[src/rtl/pll_seq_pkg.sv]
package pll_seq_pkg;

  localparam int KHZ_W = 20;
  localparam int SET_W = 32;
  localparam logic [SET_W-1:0] SET_MASK = 32'h0001_7FFF;

  typedef enum logic [2:0] {
    ST_IDLE,
    ST_SCAN,
    ST_DECIDE,
    ST_SETTLE,
    ST_POLL,
    ST_FIN
  } seq_st_e;

  // Entry frequency in kHz, ascending; valid for indices below 60.
  function automatic logic [KHZ_W-1:0] tab_khz(input int unsigned i);
    return KHZ_W'(6000 + 1500 * i + 250 * i * i);
  endfunction

  // Raw setting word for an entry, before masking.
  function automatic logic [SET_W-1:0] tab_set(input int unsigned i);
    return 32'hC3A0_0000 | ((32'(i) * 32'h0000_1A2B) ^ 32'h0001_0450);
  endfunction

  function automatic logic [SET_W-1:0] mask_set(input logic [SET_W-1:0] s);
    return s & SET_MASK;
  endfunction

  function automatic logic [KHZ_W-1:0] khz_dist(input logic [KHZ_W-1:0] a,
                                                 input logic [KHZ_W-1:0] b);
    return (a > b) ? (a - b) : (b - a);
  endfunction

endpackage

[src/rtl/pll_tab_search.sv]
module pll_tab_search
  import pll_seq_pkg::*;
#(
  parameter int N_TAB = 16
) (
  input  logic             clk,
  input  logic             rst_n,
  input  logic             go,
  input  logic [KHZ_W-1:0] req_khz,
  output logic             found,
  output logic [SET_W-1:0] best_set,
  output logic [KHZ_W-1:0] req_held
);
  localparam int IW = (N_TAB > 1) ? $clog2(N_TAB) : 1;
  localparam logic [IW-1:0] LAST_IDX = IW'(N_TAB - 1);

  logic [KHZ_W-1:0] rom_khz [N_TAB];
  logic [SET_W-1:0] rom_set [N_TAB];

  for (genvar g = 0; g < N_TAB; g++) begin : g_rom
    assign rom_khz[g] = tab_khz(g);
    assign rom_set[g] = mask_set(tab_set(g));
  end

  logic             scanning;
  logic [IW-1:0]    idx;
  logic [IW-1:0]    best_idx;
  logic [KHZ_W-1:0] best_diff;
  logic [KHZ_W-1:0] cur_diff;
  logic             take;

  assign cur_diff = khz_dist(rom_khz[idx], req_held);
  assign take     = cur_diff < best_diff;
  assign best_set = rom_set[best_idx];

  always_ff @(posedge clk or negedge rst_n) begin
    if (!rst_n) begin
      scanning  <= 1'b0;
      idx       <= '0;
      best_idx  <= '0;
      best_diff <= '1;
      req_held  <= '0;
      found     <= 1'b0;
    end else if (go) begin
      scanning  <= 1'b1;
      idx       <= '0;
      best_idx  <= '0;
      best_diff <= '1;
      req_held  <= req_khz;
      found     <= 1'b0;
    end else if (scanning) begin
      if (take) begin
        best_idx  <= idx;
        best_diff <= cur_diff;
      end
      if (idx == LAST_IDX) begin
        scanning <= 1'b0;
        found    <= 1'b1;
      end else begin
        idx <= idx + 1'b1;
      end
    end else begin
      found <= 1'b0;
    end
  end


  best_shrinks_chk: assert property (@(posedge clk) disable iff (!rst_n)
    (scanning && !go) |=> (best_diff <= $past(best_diff)));

endmodule

[src/rtl/pll_seq_cnt.sv]
module pll_seq_cnt #(
  parameter int LIMIT = 1000
) (
  input  logic clk,
  input  logic rst_n,
  input  logic clr,
  input  logic en,
  output logic last
);
  localparam int CW = $clog2(LIMIT + 1);
  localparam logic [CW-1:0] LAST_VAL = CW'(LIMIT - 1);

  logic [CW-1:0] cnt;

  assign last = (cnt == LAST_VAL);

  always_ff @(posedge clk or negedge rst_n) begin
    if (!rst_n)           cnt <= '0;
    else if (clr)         cnt <= '0;
    else if (en && !last) cnt <= cnt + 1'b1;
  end


  cnt_hold_chk: assert property (@(posedge clk) disable iff (!rst_n)
    (!en && !clr) |=> $stable(cnt));

endmodule

[src/rtl/pll_seq_ctrl.sv]
module pll_seq_ctrl
  import pll_seq_pkg::*;
#(
  parameter logic [SET_W-1:0] INIT_SETTING = '0
) (
  input  logic             clk,
  input  logic             rst_n,
  input  logic             start,
  input  logic             found,
  input  logic [SET_W-1:0] best_set,
  input  logic             pll_lock,
  input  logic             settle_last,
  input  logic             poll_last,
  output logic             go,
  output logic             cnt_clr,
  output logic             settle_en,
  output logic             poll_en,
  output logic [SET_W-1:0] pll_setting,
  output logic             pll_bypass,
  output logic             pll_halfpix,
  output logic             pll_rst,
  output logic             pll_wr,
  output logic             busy,
  output logic             done,
  output logic             timeout
);
  seq_st_e st;
  logic    skip_hit;

  assign busy      = (st != ST_IDLE) && (st != ST_FIN);
  assign done      = (st == ST_FIN);
  assign go        = start && !busy;
  assign cnt_clr   = (st == ST_DECIDE);
  assign settle_en = (st == ST_SETTLE);
  assign poll_en   = (st == ST_POLL);
  assign skip_hit  = (st == ST_DECIDE) && pll_lock && (pll_setting == best_set);

  always_ff @(posedge clk or negedge rst_n) begin
    if (!rst_n) begin
      st          <= ST_IDLE;
      pll_setting <= INIT_SETTING;
      pll_bypass  <= 1'b1;
      pll_halfpix <= 1'b0;
      pll_rst     <= 1'b0;
      pll_wr      <= 1'b0;
      timeout     <= 1'b0;
    end else begin
      pll_wr <= 1'b0;
      unique case (st)
        ST_IDLE, ST_FIN: begin
          if (start) begin
            st      <= ST_SCAN;
            timeout <= 1'b0;
          end else begin
            st <= ST_IDLE;
          end
        end
        ST_SCAN: if (found) st <= ST_DECIDE;
        ST_DECIDE: begin
          if (skip_hit) begin
            st <= ST_FIN;
          end else begin
            pll_setting <= best_set;
            pll_bypass  <= 1'b0;
            pll_halfpix <= 1'b0;
            pll_rst     <= 1'b1;
            pll_wr      <= 1'b1;
            st          <= ST_SETTLE;
          end
        end
        ST_SETTLE: if (settle_last) st <= ST_POLL;
        ST_POLL: begin
          if (pll_lock) begin
            pll_rst <= 1'b0;
            st      <= ST_FIN;
          end else if (poll_last) begin
            pll_rst <= 1'b0;
            timeout <= 1'b1;
            st      <= ST_FIN;
          end
        end
        default: st <= ST_IDLE;
      endcase
    end
  end


  skip_quiet_chk: assert property (@(posedge clk) disable iff (!rst_n)
    skip_hit |=> (done && !pll_rst && !pll_wr && $stable(pll_setting)));


  wr_update_chk: assert property (@(posedge clk) disable iff (!rst_n)
    pll_wr |-> (pll_rst && !pll_bypass && !pll_halfpix && $past(st == ST_DECIDE)));


  settle_hold_chk: assert property (@(posedge clk) disable iff (!rst_n)
    settle_en |-> pll_rst);


  lock_release_chk: assert property (@(posedge clk) disable iff (!rst_n)
    (poll_en && pll_lock) |=> (!pll_rst && done && !timeout));


  timeout_rise_chk: assert property (@(posedge clk) disable iff (!rst_n)
    $rose(timeout) |-> $fell(pll_rst));


  done_pulse_chk: assert property (@(posedge clk) disable iff (!rst_n)
    (done && !start) |=> (!done && !busy));

endmodule

[src/rtl/pxclk_pll_seq.sv]
module pxclk_pll_seq
  import pll_seq_pkg::*;
#(
  parameter int               N_TAB        = 16,
  parameter int               CYC_PER_US   = 50,
  parameter int               SETTLE_US    = 100,
  parameter int               POLL_MAX     = 1000,
  parameter logic [SET_W-1:0] INIT_SETTING = '0
) (
  input  logic             clk,
  input  logic             rst_n,
  input  logic             start,
  input  logic [KHZ_W-1:0] req_khz,
  input  logic             pll_lock,
  output logic [SET_W-1:0] pll_setting,
  output logic             pll_bypass,
  output logic             pll_halfpix,
  output logic             pll_rst,
  output logic             pll_wr,
  output logic             busy,
  output logic             done,
  output logic             timeout
);
  localparam int SETTLE_CYC = CYC_PER_US * SETTLE_US;

  logic             go;
  logic             found;
  logic [SET_W-1:0] best_set;
  logic [KHZ_W-1:0] req_held;
  logic             cnt_clr;
  logic             settle_en;
  logic             poll_en;
  logic             settle_last;
  logic             poll_last;

  pll_tab_search #(.N_TAB(N_TAB)) u_search (
    .clk      (clk),
    .rst_n    (rst_n),
    .go       (go),
    .req_khz  (req_khz),
    .found    (found),
    .best_set (best_set),
    .req_held (req_held)
  );

  pll_seq_cnt #(.LIMIT(SETTLE_CYC)) u_settle (
    .clk   (clk),
    .rst_n (rst_n),
    .clr   (cnt_clr),
    .en    (settle_en),
    .last  (settle_last)
  );

  pll_seq_cnt #(.LIMIT(POLL_MAX)) u_poll (
    .clk   (clk),
    .rst_n (rst_n),
    .clr   (cnt_clr),
    .en    (poll_en),
    .last  (poll_last)
  );

  pll_seq_ctrl #(.INIT_SETTING(INIT_SETTING)) u_ctrl (
    .clk         (clk),
    .rst_n       (rst_n),
    .start       (start),
    .found       (found),
    .best_set    (best_set),
    .pll_lock    (pll_lock),
    .settle_last (settle_last),
    .poll_last   (poll_last),
    .go          (go),
    .cnt_clr     (cnt_clr),
    .settle_en   (settle_en),
    .poll_en     (poll_en),
    .pll_setting (pll_setting),
    .pll_bypass  (pll_bypass),
    .pll_halfpix (pll_halfpix),
    .pll_rst     (pll_rst),
    .pll_wr      (pll_wr),
    .busy        (busy),
    .done        (done),
    .timeout     (timeout)
  );


  busy_ignore_chk: assert property (@(posedge clk) disable iff (!rst_n)
    (start && busy) |=> $stable(req_held));

endmodule

[config.mk]
export PLATFORM = sky130hd
export DESIGN_NAME = pxclk_pll_seq
export DESIGN_NICKNAME = d
export VERILOG_FILES = /design/src/rtl/pll_seq_pkg.sv /design/src/rtl/pll_tab_search.sv /design/src/rtl/pll_seq_cnt.sv /design/src/rtl/pll_seq_ctrl.sv /design/src/rtl/pxclk_pll_seq.sv
export SDC_FILE = /design/constraint.sdc
export NUM_CORES = 1
export LEC_CHECK = 0
export BUFFER_PORTS_ARGS = -buffer_cell sky130_fd_sc_hd__buf_2
export CORE_ASPECT_RATIO = 1.4
export CORE_UTILIZATION = 25
export CTS_CLUSTER_SIZE = 16
export DETAILED_ROUTE_END_ITERATION = 16
export PLACE_DENSITY = 0.4
export SETUP_SLACK_MARGIN = 0.3
export SLEW_MARGIN = 20
export SYNTH_ARGS = -nofsm -noshare
export SYNTH_HDL_FRONTEND = slang
export SYNTH_HIERARCHICAL = 1
export SYNTH_SLANG_ARGS = --single-unit
[constraint.sdc]
create_clock -name clk -period 7.4 [get_ports clk]
set_input_delay 1.48 -clock clk [delete_from_list [all_inputs] [get_ports clk]]
set_output_delay 1.48 -clock clk [all_outputs]
set_load 0.1 [all_outputs]
== Yosys cells after proc, flatten, opt, wreduce, memory -nomap -nowiden ==
Memory sizes are Yosys's and may differ from the RTL's.
Index checks and enable logic that the tools add are counted.
Widths: inputs -> output; s select.

* Input bits: 24
* Logic and storage cells: 112
* Output and inout bits: 39
* Memory bits (read-only): 832
* Register bits after elaboration: 112
* Memories kept: 2

* Add/sub/neg operators: 5
* Equality and inequality tests: 19
* Muxes and demuxes: 41
* Order comparisons: 4
* Bitwise gates (word level): 3
* Reduce and logical (&&, ||, !) cells: 24

{| class="wikitable"
|+ Memory list
! memory !! depth !! bits a word !! read ports !! clocked after Yosys merged registers in !! wr ports !! RTL line !! RTL
|-
| (name not given) || 16 || 32 || 1 || 0 || 0 || pll_tab_search.sv:34 || <nowiki>assign best_set = rom_set[best_idx];</nowiki>
|-
| (name not given) || 16 || 20 || 1 || 0 || 0 || pll_tab_search.sv:32 || <nowiki>assign cur_diff = khz_dist(rom_khz[idx], req_held);</nowiki>
|}

{| class="wikitable"
|+ Operators with widths
! cell !! count
|-
| $mux 20 || 6
|-
| $mux 32 || 2
|-
| $sub 20x20->20 || 2
|-
| $eq 32x32->1 || 1
|-
| $mux 13 || 2
|-
| $mux 4 || 6
|-
| $gt 20x20->1 || 1
|-
| $lt 20x20->1 || 1
|-
| $mux 10 || 2
|-
| $mux 1 || 15
|-
| $mux 3 || 5
|-
| $pmux 3 s5 || 1
|-
| $ne 2x2->1 const B || 7
|-
| $add 13x1->13 const B || 1
|-
| $eq 13x13->1 const B || 1
|-
| $reduce_bool 2->1 || 6
|-
| $add 10x1->10 const B || 1
|-
| $eq 10x10->1 const B || 1
|-
| $ge 5x5->1 const B || 2
|-
| $not 4->5 || 2
|-
| $ne 3x3->1 const B || 3
|-
| $eq 3x2->1 const B || 2
|-
| $eq 3x3->1 const B || 2
|-
| $logic_and 1x1->1 || 6
|-
| other kinds (12) || 18
|}

== Logic depth before layout (Yosys ltp) ==
* Word-level depth: 10
* Gate-level depth with buffers: 29
* Mapped depth without buffers: 25

== Modules after synthesis ==
Netlist, hierarchy kept.

{| class="wikitable"
|+ Modules (own cells, without submodules)
! module !! cells each !! sequential area each (µm²) !! instances !! area each (µm²)
|-
| pll_tab_search || 632 || 1276.2 || 1 || 5099.9
|-
| pll_seq_ctrl || 152 || 977.2 || 1 || 2062.0
|-
| pll_seq_cnt at u_settle || 72 || 325.3 || 1 || 721.9
|-
| pll_seq_cnt at u_poll || 63 || 250.2 || 1 || 606.8
|}

== Worst setup path before layout ==
Ideal clock, no wire load.

* Path type: register to register
* Start: reg u_search.idx[0]
* End: reg u_search.best_diff[19]
* Setup time: 82 ps
* Data arrival time: 5515 ps
* Period minus slack after synthesis: 5597 ps
* Required time: 7318 ps
* Path buffers: 4
* Cell stages (with the launch flop): 28
* Slack: 1803 ps
* Cells stage by stage: dfrtp_1 -> inv_1 -> ha_1 -> inv_1 -> nand2_1 -> o211ai_1 -> o21ai_0 -> ha_1 -> buf_2 -> nand4_4 -> nor2_2 -> a2111o_1 -> a31o_1 -> buf_6 -> mux2_4 -> a31oi_1 -> xnor2_1 -> ha_1 -> a21oi_1 -> o21ai_0 -> a2111oi_0 -> o21ai_0 -> a21oi_1 -> or2_2 -> clkbuf_1 -> clkbuf_1 -> nor2_1 -> a211o_1

* Cells in the longest elaborated chain, start to end: 9
* Elaborated cells on any way between the ends: 14
* Those cells by class: add/sub: 2; order compare: 2; mux: 6; bitwise: 1; reduce/logical: 2; memory: 1

{| class="wikitable"
|+ Ends and longest elaborated chain
! element !! RTL line !! RTL
|-
| from (decl) || pll_tab_search.sv:26 || <nowiki>logic [IW-1:0] idx;</nowiki>
|-
| from (signal assigned) || pll_tab_search.sv:60 || <nowiki>idx <= idx + 1'b1;</nowiki>
|-
| $not 4->5 (implied by the code) (*) || pll_tab_search.sv:32 ||
|-
| $mem_v2 16x20 (*) || - ||
|-
| $mux 20 (implied by the code) (*) (2 in a row) || pll_tab_search.sv:32 ||
|-
| $sub 20x20->20 / $gt 20x20->1 (equally long branches) || pll_seq_pkg.sv:32 || <nowiki>return (a > b) ? (a - b) : (b - a);</nowiki>
|-
| $mux 20 (*) || pll_seq_pkg.sv:32 ||
|-
| $lt 20x20->1 / $mux 20 (equally long branches) || pll_tab_search.sv:33, pll_tab_search.sv:52 ||
|-
| $reduce_bool 2->1 (no source line) / $mux 20 (equally long branches) || - ||
|-
| $reduce_and 2->1 (no source line) / $mux 20 (equally long branches) || - ||
|-
| to (signal assigned) || pll_tab_search.sv:54 || <nowiki>best_diff <= cur_diff;</nowiki>
|-
| to (decl) || pll_tab_search.sv:28 || <nowiki>logic [KHZ_W-1:0] best_diff;</nowiki>
|}

Every way passes the cells marked *; elsewhere a longest branch is shown, timed or not. The select of a mux whose other input is x is not followed.
A chain may end at the register's enable or synchronous reset.

== Final worst setup path ==
* Start: reg u_search.idx[0]
* End: reg u_search.best_diff[14]

Same word-level chain as after synthesis.

==> results.md <==
- Worst Setup End Kind: register
- FFs w/ async S/R, synth: 1.000
- Worst-Margin Slew: 850.9 ps
- Synthesized cell area: 8491 µm²
- Crit path DAT: 6620 ps
- Die area: 34710 µm²
- Synth unique cells: 86
- Worst-path clk slew: 80 ps
- Worst Hold End: u_ctrl/pll_rst
- Unrepaired setup endpoints after global routing: no
- Number of global-route vias before repair: 6656
- Syn. warnings: 6
- Routed WL per cell: 15.39 µm
- P_leak: 4.382 nW
- Final hold violations: 0
- Clock sinks: 112
- Min Tclk post-route: 6339 ps
- Final Skew: 9.532 ps
- CTS tree: yes
- Status: finished clean
- Fin crit share: 0.8567
- Mean Syn Cell Area: 9.239 µm²
- Area delta synth->final: 10.20%
- Total gr overflow: 0
- Worst Reg-to-Reg Cells: 24
- Die X: 157.8 µm
- Hold path start: u_ctrl/pll_rst
- Drc violations: 0
- # H-tree levels: 3
- Critical Path Fanout Max: 33
- # IOs: 63
- Worst hold path type: register to register
- Port bufs: 61
- Core area: 33310 µm²
- Starting Density: 0.2549
- Endpoints failing setup: 0
- First-pass GRT wire length: 35130 µm
- Slew headroom: 0.4328
- Most common cell after layout, fill and taps aside: dfrtp_1
- First drt pass iteration count: 4
- Power share of the clock group: 0.126
- Internal cell power: 2.105 mW
- Final wirelength: 21560 µm
- DRT iter0 DRCs: 244
- Hold_ws: 474.4 ps
- Commonest cells after routing, fill and taps aside: dfrtp_1, nand2_1, inv_1
- Chip Height: 220.1 µm
- Yosys reg bits: 112
- Avg Vias per Cell: 4.612
- Clock tree buffer depth: 2
- Worst Path Required: 7680 ps
- Clk Latency, worst-skew pair: 380 ps
- Sequential share of power: 0.225
- Setup bufs post-CTS: 0
- Dpl hpwl: 16260 µm
- Startpoint types: register
- Share of cells above drive strength 1: 0.1789
- Synth Flop Type: dfrtp_1
- Rows: 79
- GRT Total Usage: 0.1315
- FF-to-FF End: u_search/best_diff[14]
- Placer congestion estimate: 0.8221
- Post-synthesis sequential area ratio: 0.3332
- Detail Route Antenna Nets: 0
- Pwr dens: 437.0 nW/µm²
- Max cap viols: 0
- Setup TNS: 0 ps
- CTS Buf Count: 9
- Overall power: 4.088 mW
- Reg-to-reg slack, setup: 1060 ps
- Ant. Diodes: 0
- Clock Tree Root: clkbuf_16
- P_sw: 1.983 mW
- Cells after synthesis: 919
- WHS Path Cells: 2
- Core Util, Final: 0.2809
- Max IR drop VDD: 0.1302 mV
- F_max: 157.7 MHz
- Gate power share: 0.649
- Largest net degree at the start of global routing: 64
- Final nets: 1049
- Via count: 6461
- Initial antenna violation count: 0
- Worst R2R Start: u_search/idx[0]
- Number of synthesized flops with an enable pin: 0
- Crit Path Class: register to register
- Sw frac: 0.4850
- Slew Viols, Final: 0
==> critical path: stages, from the launching register on <==
cell       delay, ps
dfrtp_1          640
inv_1            340
ha_1             430
inv_1             60
nand2_1          120
o21ai_0          100
nand2_1           70
o21ai_0          180
ha_1             380
nand3_1          160
nor2_1           310
o2111ai_1        240
a31o_2           430
mux2_4           360
a31oi_1          200
xnor2_1          160
ha_1             290
a21oi_1          130
o21ai_0          140
a2111oi_0        390
o21ai_0          140
a21oi_1          220
or2_4            400
nor3_1            90
a311oi_1         250
==> layer usage <==
metal / vias to the layer above / global-route usage / part of all wire
met2: 92 / 0.2352 / 0.51
li1: 3249 / - / -
met1: 3089 / 0.1525 / 0.44
met4: 0 / 0.06926 / 0.031
met5: - / 0 / 0
met3: 31 / 0.01396 / 0.019
==> power groups by stage <==
stage	combinational, mW	sequential [mW]	clock, mW
after floorplan	2.06	0.937	0
after global placement	2.70	0.933	0
after detailed placement	2.67	0.932	0
after CTS	2.68	0.921	0.543
after global routing	3.00	0.945	0.559
final	2.65	0.919	0.516
==> worst max path at each step <==
stage                         start                     end  slack (ps)  cells past startpoint
finish              u_search/idx[0]  u_search/best_diff[14]        1060                     24
global route        u_search/idx[0]  u_search/best_diff[14]         330                     23
CTS                 u_search/idx[0]  u_search/best_diff[14]         710                     23
detailed placement  u_search/idx[0]  u_search/best_diff[14]         760                     23
global placement    u_search/idx[0]  u_search/best_diff[14]         900                     24
floorplan           u_search/idx[0]  u_search/best_diff[19]        1800                     27
==> through the flow <==
step / instance area, µm² / setup WS (ps) / std cells
floorplan: 8547 / 1803 / 934
global placement: 9059 / 895.8 / 1386
detailed placement: 9064 / 763.8 / 1386
CTS: 9351 / 708.8 / 1401
global route: 9356 / 326.0 / 1401
finish: 9356 / 1061 / 1401
==> kinds of logic after synthesis <==
group	synth area share
fa+ha+maj	0.1093
xor+xnor	0.06602
compound gates	0.1639
mux	0.07913
flops	0.3332
buf+inv	0.08473
simple gates	0.1628
other cells	0.0008845
==> registers in the layout, indices dropped and copies added, names as in the netlist <==
signal,flops
u_ctrl/pll_setting,32
u_search/best_diff,20
u_search/req_held,20
u_settle/cnt,13
u_poll/cnt,10
u_search/best_idx,4
u_search/idx,4
u_ctrl/st,3
u_ctrl/pll_bypass,1
u_ctrl/pll_rst,1
u_ctrl/pll_wr,1
u_ctrl/timeout,1
u_search/found,1
u_search/scanning,1
==> timing repair <==
item,4_1_cts,5_1_grt
hold buffers,0,0
endpoints found under the setup margin,0,21
resized for setup,0,3
==> Yosys cell counts (11+ instances only) <==
library cell | instances | share of area
nor2_1 | 53 | 0.023
buf_4 | 20 | 0.018
inv_1 | 75 | 0.033
a21oi_1 | 52 | 0.031
mux2_4 | 28 | 0.050
and3_1 | 11 | 0.0081
xnor2_1 | 29 | 0.030
o21ai_0 | 57 | 0.034
ha_1 | 71 | 0.10
nand4_1 | 16 | 0.012
o211ai_1 | 12 | 0.011
dfrtp_1 | 91 | 0.27
a21o_1 | 12 | 0.011
nand2_1 | 82 | 0.036
dfstp_2 | 21 | 0.065
xor2_1 | 35 | 0.036
clkbuf_1 | 23 | 0.010
o31ai_1 | 11 | 0.0097
mux2i_1 | 15 | 0.018
nand3_1 | 21 | 0.012
==> final cells by class <==
class,count,area (µm²)
sequential,112,2829
tap,445,556.8
clock buffer,10,229.0
inverter,75,281.5
fill,3625,23950
multi-input combinational,683,5019
clock inverter,5,58.81
timing repair buffer,71,382.9
(Power assumes the default switching activity.)
